**src/rtl/wdw_pkg.sv**
```systemverilog
package wdw_pkg;
  localparam int DATA_W   = 32;
  localparam int OFF_CTRL = 0;
  localparam int OFF_MODE = 4;
  localparam int OFF_TIME = 8;
  localparam int OFF_STAT = 12;

  localparam logic [7:0] CMD_KEY = 8'hA5;
  localparam int CB_RESTART = 0;
  localparam int CB_LOCK    = 1;

  localparam int MB_UFL_RST   = 4;
  localparam int MB_EARLY_RST = 5;
  localparam int MB_DISABLE   = 12;
  localparam int MB_IDLE_HOLD = 28;
  localparam int MB_DBG_HOLD  = 29;

  localparam logic [DATA_W-1:0] MODE_RESET = 32'h0000_0030;
  localparam logic [DATA_W-1:0] MODE_MASK  = 32'h3000_1030;

  localparam int THR_LSB = 16;
endpackage

```
**src/rtl/wdw_regs.sv**
```systemverilog
module wdw_regs
  import wdw_pkg::*;
#(
  parameter int ADDR_W = 4,
  parameter int CNT_W  = 12
) (
  input  logic              clk,
  input  logic              rst_n,
  input  logic              wr_en,
  input  logic [ADDR_W-1:0] addr,
  input  logic [DATA_W-1:0] wdata,
  input  logic [CNT_W-1:0]  cnt,
  input  logic              uf_evt,
  input  logic              er_evt,
  input  logic              guard_act,
  output logic [DATA_W-1:0] mode_q,
  output logic [DATA_W-1:0] time_q,
  output logic              lock_q,
  output logic              restart,
  output logic              mode_wr_acc,
  output logic [DATA_W-1:0] rdata
);
  localparam logic [DATA_W-1:0] FIELD_ONES = DATA_W'((64'd1 << CNT_W) - 64'd1);
  localparam logic [DATA_W-1:0] TIME_MASK  = (FIELD_ONES << THR_LSB) | FIELD_ONES;

  logic              key_ok, ctrl_wr, lock_set, time_wr_acc;
  logic [DATA_W-1:0] mode_d, time_d;
  logic              lock_d;
  logic [2:0]        flag_q, flag_d;

  always_comb begin
    key_ok      = (wdata[31:24] == CMD_KEY);
    ctrl_wr     = wr_en && (addr == ADDR_W'(OFF_CTRL));
    restart     = ctrl_wr && key_ok && wdata[CB_RESTART];
    lock_set    = ctrl_wr && key_ok && wdata[CB_LOCK];
    mode_wr_acc = wr_en && (addr == ADDR_W'(OFF_MODE)) && !lock_q;
    time_wr_acc = wr_en && (addr == ADDR_W'(OFF_TIME)) && !lock_q;

    mode_d = mode_wr_acc ? (wdata & MODE_MASK) : mode_q;
    time_d = time_wr_acc ? (wdata & TIME_MASK) : time_q;
    lock_d = lock_q | lock_set;

    flag_d    = flag_q;
    flag_d[0] = flag_q[0] | uf_evt;
    flag_d[1] = flag_q[1] | er_evt;
    flag_d[2] = flag_q[2] | (mode_wr_acc && guard_act);
  end

  always_ff @(posedge clk or negedge rst_n) begin
    if (!rst_n) begin
      mode_q <= MODE_RESET;
      time_q <= TIME_MASK;
      lock_q <= 1'b0;
      flag_q <= '0;
    end else begin
      mode_q <= mode_d;
      time_q <= time_d;
      lock_q <= lock_d;
      flag_q <= flag_d;
    end
  end

  always_comb begin
    rdata = '0;
    case (addr)
      ADDR_W'(OFF_MODE): rdata = mode_q;
      ADDR_W'(OFF_TIME): rdata = time_q;
      ADDR_W'(OFF_STAT): begin
        rdata[2:0]               = flag_q;
        rdata[3]                 = lock_q;
        rdata[THR_LSB +: CNT_W]  = cnt;
      end
      default: rdata = '0;
    endcase
  end
endmodule

```
**src/rtl/wdw_counter.sv**
```systemverilog
module wdw_counter #(
  parameter int CNT_W = 12
) (
  input  logic             clk,
  input  logic             rst_n,
  input  logic             tick,
  input  logic             halt,
  input  logic             disabled,
  input  logic             restart,
  input  logic [CNT_W-1:0] period,
  input  logic [CNT_W-1:0] thresh,
  input  logic             ufl_en,
  input  logic             early_en,
  output logic [CNT_W-1:0] cnt_q,
  output logic             uf_evt,
  output logic             er_evt
);
  logic [CNT_W-1:0] cnt_d;
  logic             step;

  always_comb begin
    step   = tick && !halt && (cnt_q != '0);
    er_evt = restart && early_en && !disabled && (cnt_q > thresh);
    uf_evt = !restart && step && (cnt_q == CNT_W'(1)) && ufl_en;
    if (restart)   cnt_d = period;
    else if (step) cnt_d = cnt_q - CNT_W'(1);
    else           cnt_d = cnt_q;
  end

  always_ff @(posedge clk or negedge rst_n) begin
    if (!rst_n) cnt_q <= '1;
    else        cnt_q <= cnt_d;
  end
endmodule

```
**src/rtl/wdw_guard.sv**
```systemverilog
module wdw_guard #(
  parameter int GUARD_TICKS = 3
) (
  input  logic clk,
  input  logic rst_n,
  input  logic tick,
  input  logic restart,
  output logic active
);
  localparam int GW = $clog2(GUARD_TICKS + 1);

  logic [GW-1:0] left_q, left_d;

  always_comb begin
    if (restart)                     left_d = GW'(GUARD_TICKS);
    else if (tick && left_q != '0)   left_d = left_q - GW'(1);
    else                             left_d = left_q;
    active = (left_q != '0);
  end

  always_ff @(posedge clk or negedge rst_n) begin
    if (!rst_n) left_q <= '0;
    else        left_q <= left_d;
  end
endmodule

```
**src/rtl/wdog_window.sv**
```systemverilog
module wdog_window
  import wdw_pkg::*;
#(
  parameter int ADDR_W      = 4,
  parameter int CNT_W       = 12,
  parameter int GUARD_TICKS = 3
) (
  input  logic              clk,
  input  logic              rst_n,
  input  logic              slow_tick,
  input  logic              cpu_debug,
  input  logic              sys_idle,
  input  logic              bus_wr,
  input  logic [ADDR_W-1:0] bus_addr,
  input  logic [31:0]       bus_wdata,
  output logic [31:0]       bus_rdata,
  output logic              wdt_rst
);
  logic [DATA_W-1:0] mode_q, time_q;
  logic              lock_q, restart, mode_wr_acc, guard_act;
  logic [CNT_W-1:0]  cnt_q;
  logic              uf_evt, er_evt, halt, dis;
  logic              rst_q, rst_d;

  wdw_regs #(.ADDR_W(ADDR_W), .CNT_W(CNT_W)) u_regs (
    .clk(clk), .rst_n(rst_n), .wr_en(bus_wr), .addr(bus_addr), .wdata(bus_wdata),
    .cnt(cnt_q), .uf_evt(uf_evt), .er_evt(er_evt), .guard_act(guard_act),
    .mode_q(mode_q), .time_q(time_q), .lock_q(lock_q), .restart(restart),
    .mode_wr_acc(mode_wr_acc), .rdata(bus_rdata)
  );

  always_comb begin
    dis  = mode_q[MB_DISABLE];
    halt = dis || (mode_q[MB_DBG_HOLD] && cpu_debug) || (mode_q[MB_IDLE_HOLD] && sys_idle);
    rst_d = uf_evt || er_evt;
  end

  wdw_counter #(.CNT_W(CNT_W)) u_cnt (
    .clk(clk), .rst_n(rst_n), .tick(slow_tick), .halt(halt), .disabled(dis),
    .restart(restart), .period(time_q[CNT_W-1:0]), .thresh(time_q[THR_LSB +: CNT_W]),
    .ufl_en(mode_q[MB_UFL_RST]), .early_en(mode_q[MB_EARLY_RST]),
    .cnt_q(cnt_q), .uf_evt(uf_evt), .er_evt(er_evt)
  );

  wdw_guard #(.GUARD_TICKS(GUARD_TICKS)) u_guard (
    .clk(clk), .rst_n(rst_n), .tick(slow_tick), .restart(restart), .active(guard_act)
  );

  always_ff @(posedge clk or negedge rst_n) begin
    if (!rst_n) rst_q <= 1'b0;
    else        rst_q <= rst_d;
  end

  assign wdt_rst = rst_q;
endmodule

```
**config.mk**
```make
export PLATFORM = sky130hd
export DESIGN_NAME = wdog_window
export DESIGN_NICKNAME = d
export VERILOG_FILES = /design/src/rtl/wdw_pkg.sv /design/src/rtl/wdw_regs.sv /design/src/rtl/wdw_counter.sv /design/src/rtl/wdw_guard.sv /design/src/rtl/wdog_window.sv
export SDC_FILE = /design/constraint.sdc
export NUM_CORES = 1
export LEC_CHECK = 0
export BUFFER_PORTS_ARGS = -buffer_cell sky130_fd_sc_hd__buf_2
export CORE_ASPECT_RATIO = 0.75
export CORE_MARGIN = 1.5
export CORE_UTILIZATION = 57
export DETAILED_ROUTE_END_ITERATION = 7
export PLACE_DENSITY = 0.85
export SYNTH_ARGS = -nofsm -noshare
export SYNTH_HDL_FRONTEND = slang
export SYNTH_SLANG_ARGS = --single-unit
```
**constraint.sdc**
```tcl
create_clock -name clk -period 4.5 [get_ports clk]
set_input_delay 0.225 -clock clk [delete_from_list [all_inputs] [get_ports clk]]
set_output_delay 0.225 -clock clk [all_outputs]
set_load 0.02 [all_outputs]
```
==> impl_metrics.yaml <==
floorplan:
  start_util: 0.585
  die_w_um: 84.4
  fp.dieH_um: 64.1
  fp.coreArea_um2: 4840
  dieArea_um2: 5410
  core.rowCount: 22
  design.portCount: 75
cells_and_area:
  design.final.nets: 380
  antennaDiodeCount: 0
  area_growth_syn_to_layout_pct: 16.0
  drive_above_1_share: 0.461
  final_core_util: 0.679
  finalNonFillerCells: 383
worst_setup_path:
  cp_top_family: "flip-flops"
  cp_data_arrival_time_ns: 2.24
  critical-path-slowest-cell: "dfstp_2"
  crit_path_cell_trace: "inv_1 -> ha_1 -> nand3_1 -> nor3_1 -> a311oi_1 -> o211ai_1 -> o21ai_0"
  cpPeakStageDelay_ns: 0.55
  setup.worst_path.class: "register to register"
  cp_data_required_time_ns: 4.63
  cp_num_buf_inv: 1
  cp_max_fo: 3
  critical_path.endpoint_type: "register"
  worstSetupStartpointType: "register"
clock_network:
  max-clock-path-buffers: 2
  clock-sinks: 48
  cts_tree: "done"
  cts-root-buf: "clkbuf_8"
  cts.clk_slew.worst_paths_ns: 0.09
  post_cts.resized_instances: 0
  total_number_of_h_tree_levels: 2
  post_cts_buffers: 0
  cts_buffers: 5
  insertion_delay_ns: 0.30
  cts-hold-fix-buffers: 0
power_and_ir_drop:
  irDropWorstVdd_uv: 283
  power.density_nw_per_um2: 479
  portion_of_total_power_attributed_to_the_clock_network: 0.167
  power_switching_share: 0.354
  internal_power_w: 0.00102
  cellLeakagePower_nw: 1.55
  power.combinational.fraction: 0.337
  seq_power_share: 0.496
  switchingPower_w: 0.000557
place:
  place_ws_ns: 2.12
  gp_routability_congestion: 0.856
  detailed_place_hpwl_mm: 4.45
  placedCellCount: 375
  io_buffer_count: 66
synthesis:
  synth.area.top_cells: "dfstp_2 35%, mux2_2 12%, dfrtp_1 8.8%, ha_1 7.1%, a22o_1 5.6%"
  postSynthRegisterBits: 48
  most_used_standard_cell_by_instance_count_after_synthesis: "dfstp_2"
  synth.largest_area_cell: "dfstp_2"
  synthesis.area_per_instance_um2: 11.0
  synth.yosys.warnings: 0
  synthArstFlopShare: 1.00
  sequential_element_share_of_the_synthesized_area: 0.440
  count_of_cell_types_in_the_netlist: 45
  synth.top_cells.by_count: "38 x dfstp_2, 31 x mux2_2, 19 x nand2_1"
  syn_area_um2: 2840
  synth_edf_count: 0
  synth_ff_type: "dfstp_2"
  synthDominantCellAreaShare: 0.352
  synth_cells: 257
routing:
  post-route-drc-count: 0
  via_count: 2177
  route.detailed.vias_per_inst: 5.68
  drtAntennaViolNets: 0
  detail_route.wl_per_cell_um: 16.3
  route.final.wire_length_mm: 6.25
  drt_iter0_drc: 95
  detailedRoute.firstPassIterationCount: 4
timing:
  max_freq_ghz: 0.474
  slew_headroom: 0.191
  max_clock_skew_ns: 0.00805
  min_period_over_period: 0.468
  rsz0062_at_grt: "false"
  layout_setup_ws_ns: 2.39
  timing.final.setup_violations: 0
  fin_worst_hold_slack_ns: 0.102
  worst-slew-pin-transition_ns: 1.21
  finalWorstPathRequiredPeriod_ns: 2.11
  totalNegativeSetupSlack_ns: 0
  finalHoldViolCount: 0
  slew_violations: 0
global_routing:
  grt_pass1_wl_mm: 10.5
  grt_antenna_before_repair: 0
  global_route.overflow_total: 0
  grt_start_max_net_pins: 49
  grt_usage: 0.251
  first_global_vias: 2132
flow_run:
  drv.max_cap_violation_count: 0
run_status:
  status: "finished, final reports clean"
min_path:
  worst_hold_path_type: "primary input to asynchronous set/reset pin"
routing by layer:
| metal | global-route usage | wire [µm] |
|---|---|---|
| met3 | 0.0491 | 319 |
| met1 | 0.335 | 2950 |
| met4 | 0.0867 | 70 |
| met2 | 0.413 | 2900 |
| met5 | 0 | 0 |
power by group through the flow:
stage                     combinational, W  clock, W  sequential [W]
final                             0.000531  0.000263        0.000781
after global routing              0.000601  0.000286        0.000802
after CTS                         0.000531  0.000267        0.000779
after detailed placement          0.000515         0        0.000784
after global placement            0.000489         0        0.000778
after floorplan                   0.000401         0        0.000732
kinds of logic after synthesis:
group,count (synthesis),synth area share
AND/OR/NAND/NOR,75,0.167
flip-flops,48,0.440
AO/OA/AOI/OAI,43,0.110
multiplexers,32,0.127
buffers and inverters,31,0.0499
adder cells (fa/ha/maj),16,0.0706
XOR/XNOR,11,0.0340
other,1,0.00132
state kept, by name, summed over array words and instances, names as in the netlist:
| register | count |
|---|---|
| u_regs.time_q | 24 |
| u_cnt.cnt_q | 12 |
| u_regs.mode_q | 5 |
| u_regs.flag_q | 3 |
| u_guard.left_q | 2 |
| u_regs.lock_q | 1 |
| wdt_rst | 1 |
path summary, 6_finish.rpt:
path | from | to | slack [ns] | depth (start not counted)
max reg2reg | u_regs.time_q[26] | wdt_rst | 2.39 | 7
max in group asynchronous | rst_n | u_regs.flag_q[2] | 3.77 | 1
min reg2reg | u_regs.time_q[9] | u_cnt.cnt_q[9] | 0.49 | 2
min | rst_n | u_regs.flag_q[0] | 0.10 | 1
min in group clk | bus_wdata[1] | u_regs.lock_q | 0.14 | 2
max | u_regs.time_q[26] | wdt_rst | 2.39 | 7
layout make-up:
| cell class | count | area (µm²) |
|---|---|---|
| clock buffers | 8 | 90.1 |
| multi-input cells | 182 | 1470 |
| flip-flops and latches | 48 | 1250 |
| inverters | 17 | 63.8 |
| fillers | 391 | 1560 |
| repair buffers | 68 | 345 |
| well taps | 60 | 75.1 |
layout by cell type (no fill, tap or decap), types with 2 or more instances in the layout:
master    Yosys  final
nand4b_1      2      2
a21o_1        2      2
inv_1        17     17
nor4b_4       2      2
nand3_1       7      7
xnor2_1       5      5
buf_4         6      2
o21bai_1      2      2
mux2_2       31     31
dfrtp_1      10     10
nor3b_1       2      2
a22o_1       18     18
nor4_1        3      3
and2_1        9      9
buf_2         1     66
conb_1        1      5
a21oi_1       2      2
clkbuf_8      0      6
clkbuf_1      4      2
ha_1         16     16
and4b_1       2      2
nand2_1      19     19
nand2b_1      3      3
nand4_1       4      4
o21ai_0      12     12
nor2_1        5      5
nor3_1        4      4
nor2b_1       5      5
xor2_1        6      6
nor4bb_1      3      2
dfstp_2      38     38
through the flow:
stage | total power (W) | instance area [µm²]
floorplan | 0.00113 | 2850
finish | 0.00157 | 3290
global placement | 0.00127 | 3200
detailed placement | 0.00130 | 3200
global route | 0.00169 | 3290
CTS | 0.00158 | 3290
worst register-to-register path: cells and delay by family (launching register included):
kind,cells,cell delay [ns]
adders and majority gates,1,0.29
buffers and inverters,1,0.05
DFF,1,0.55
AOI/OAI and AO/OA,3,0.52
and+or+nand+nor,2,0.52
(Power assumes the default switching activity.)
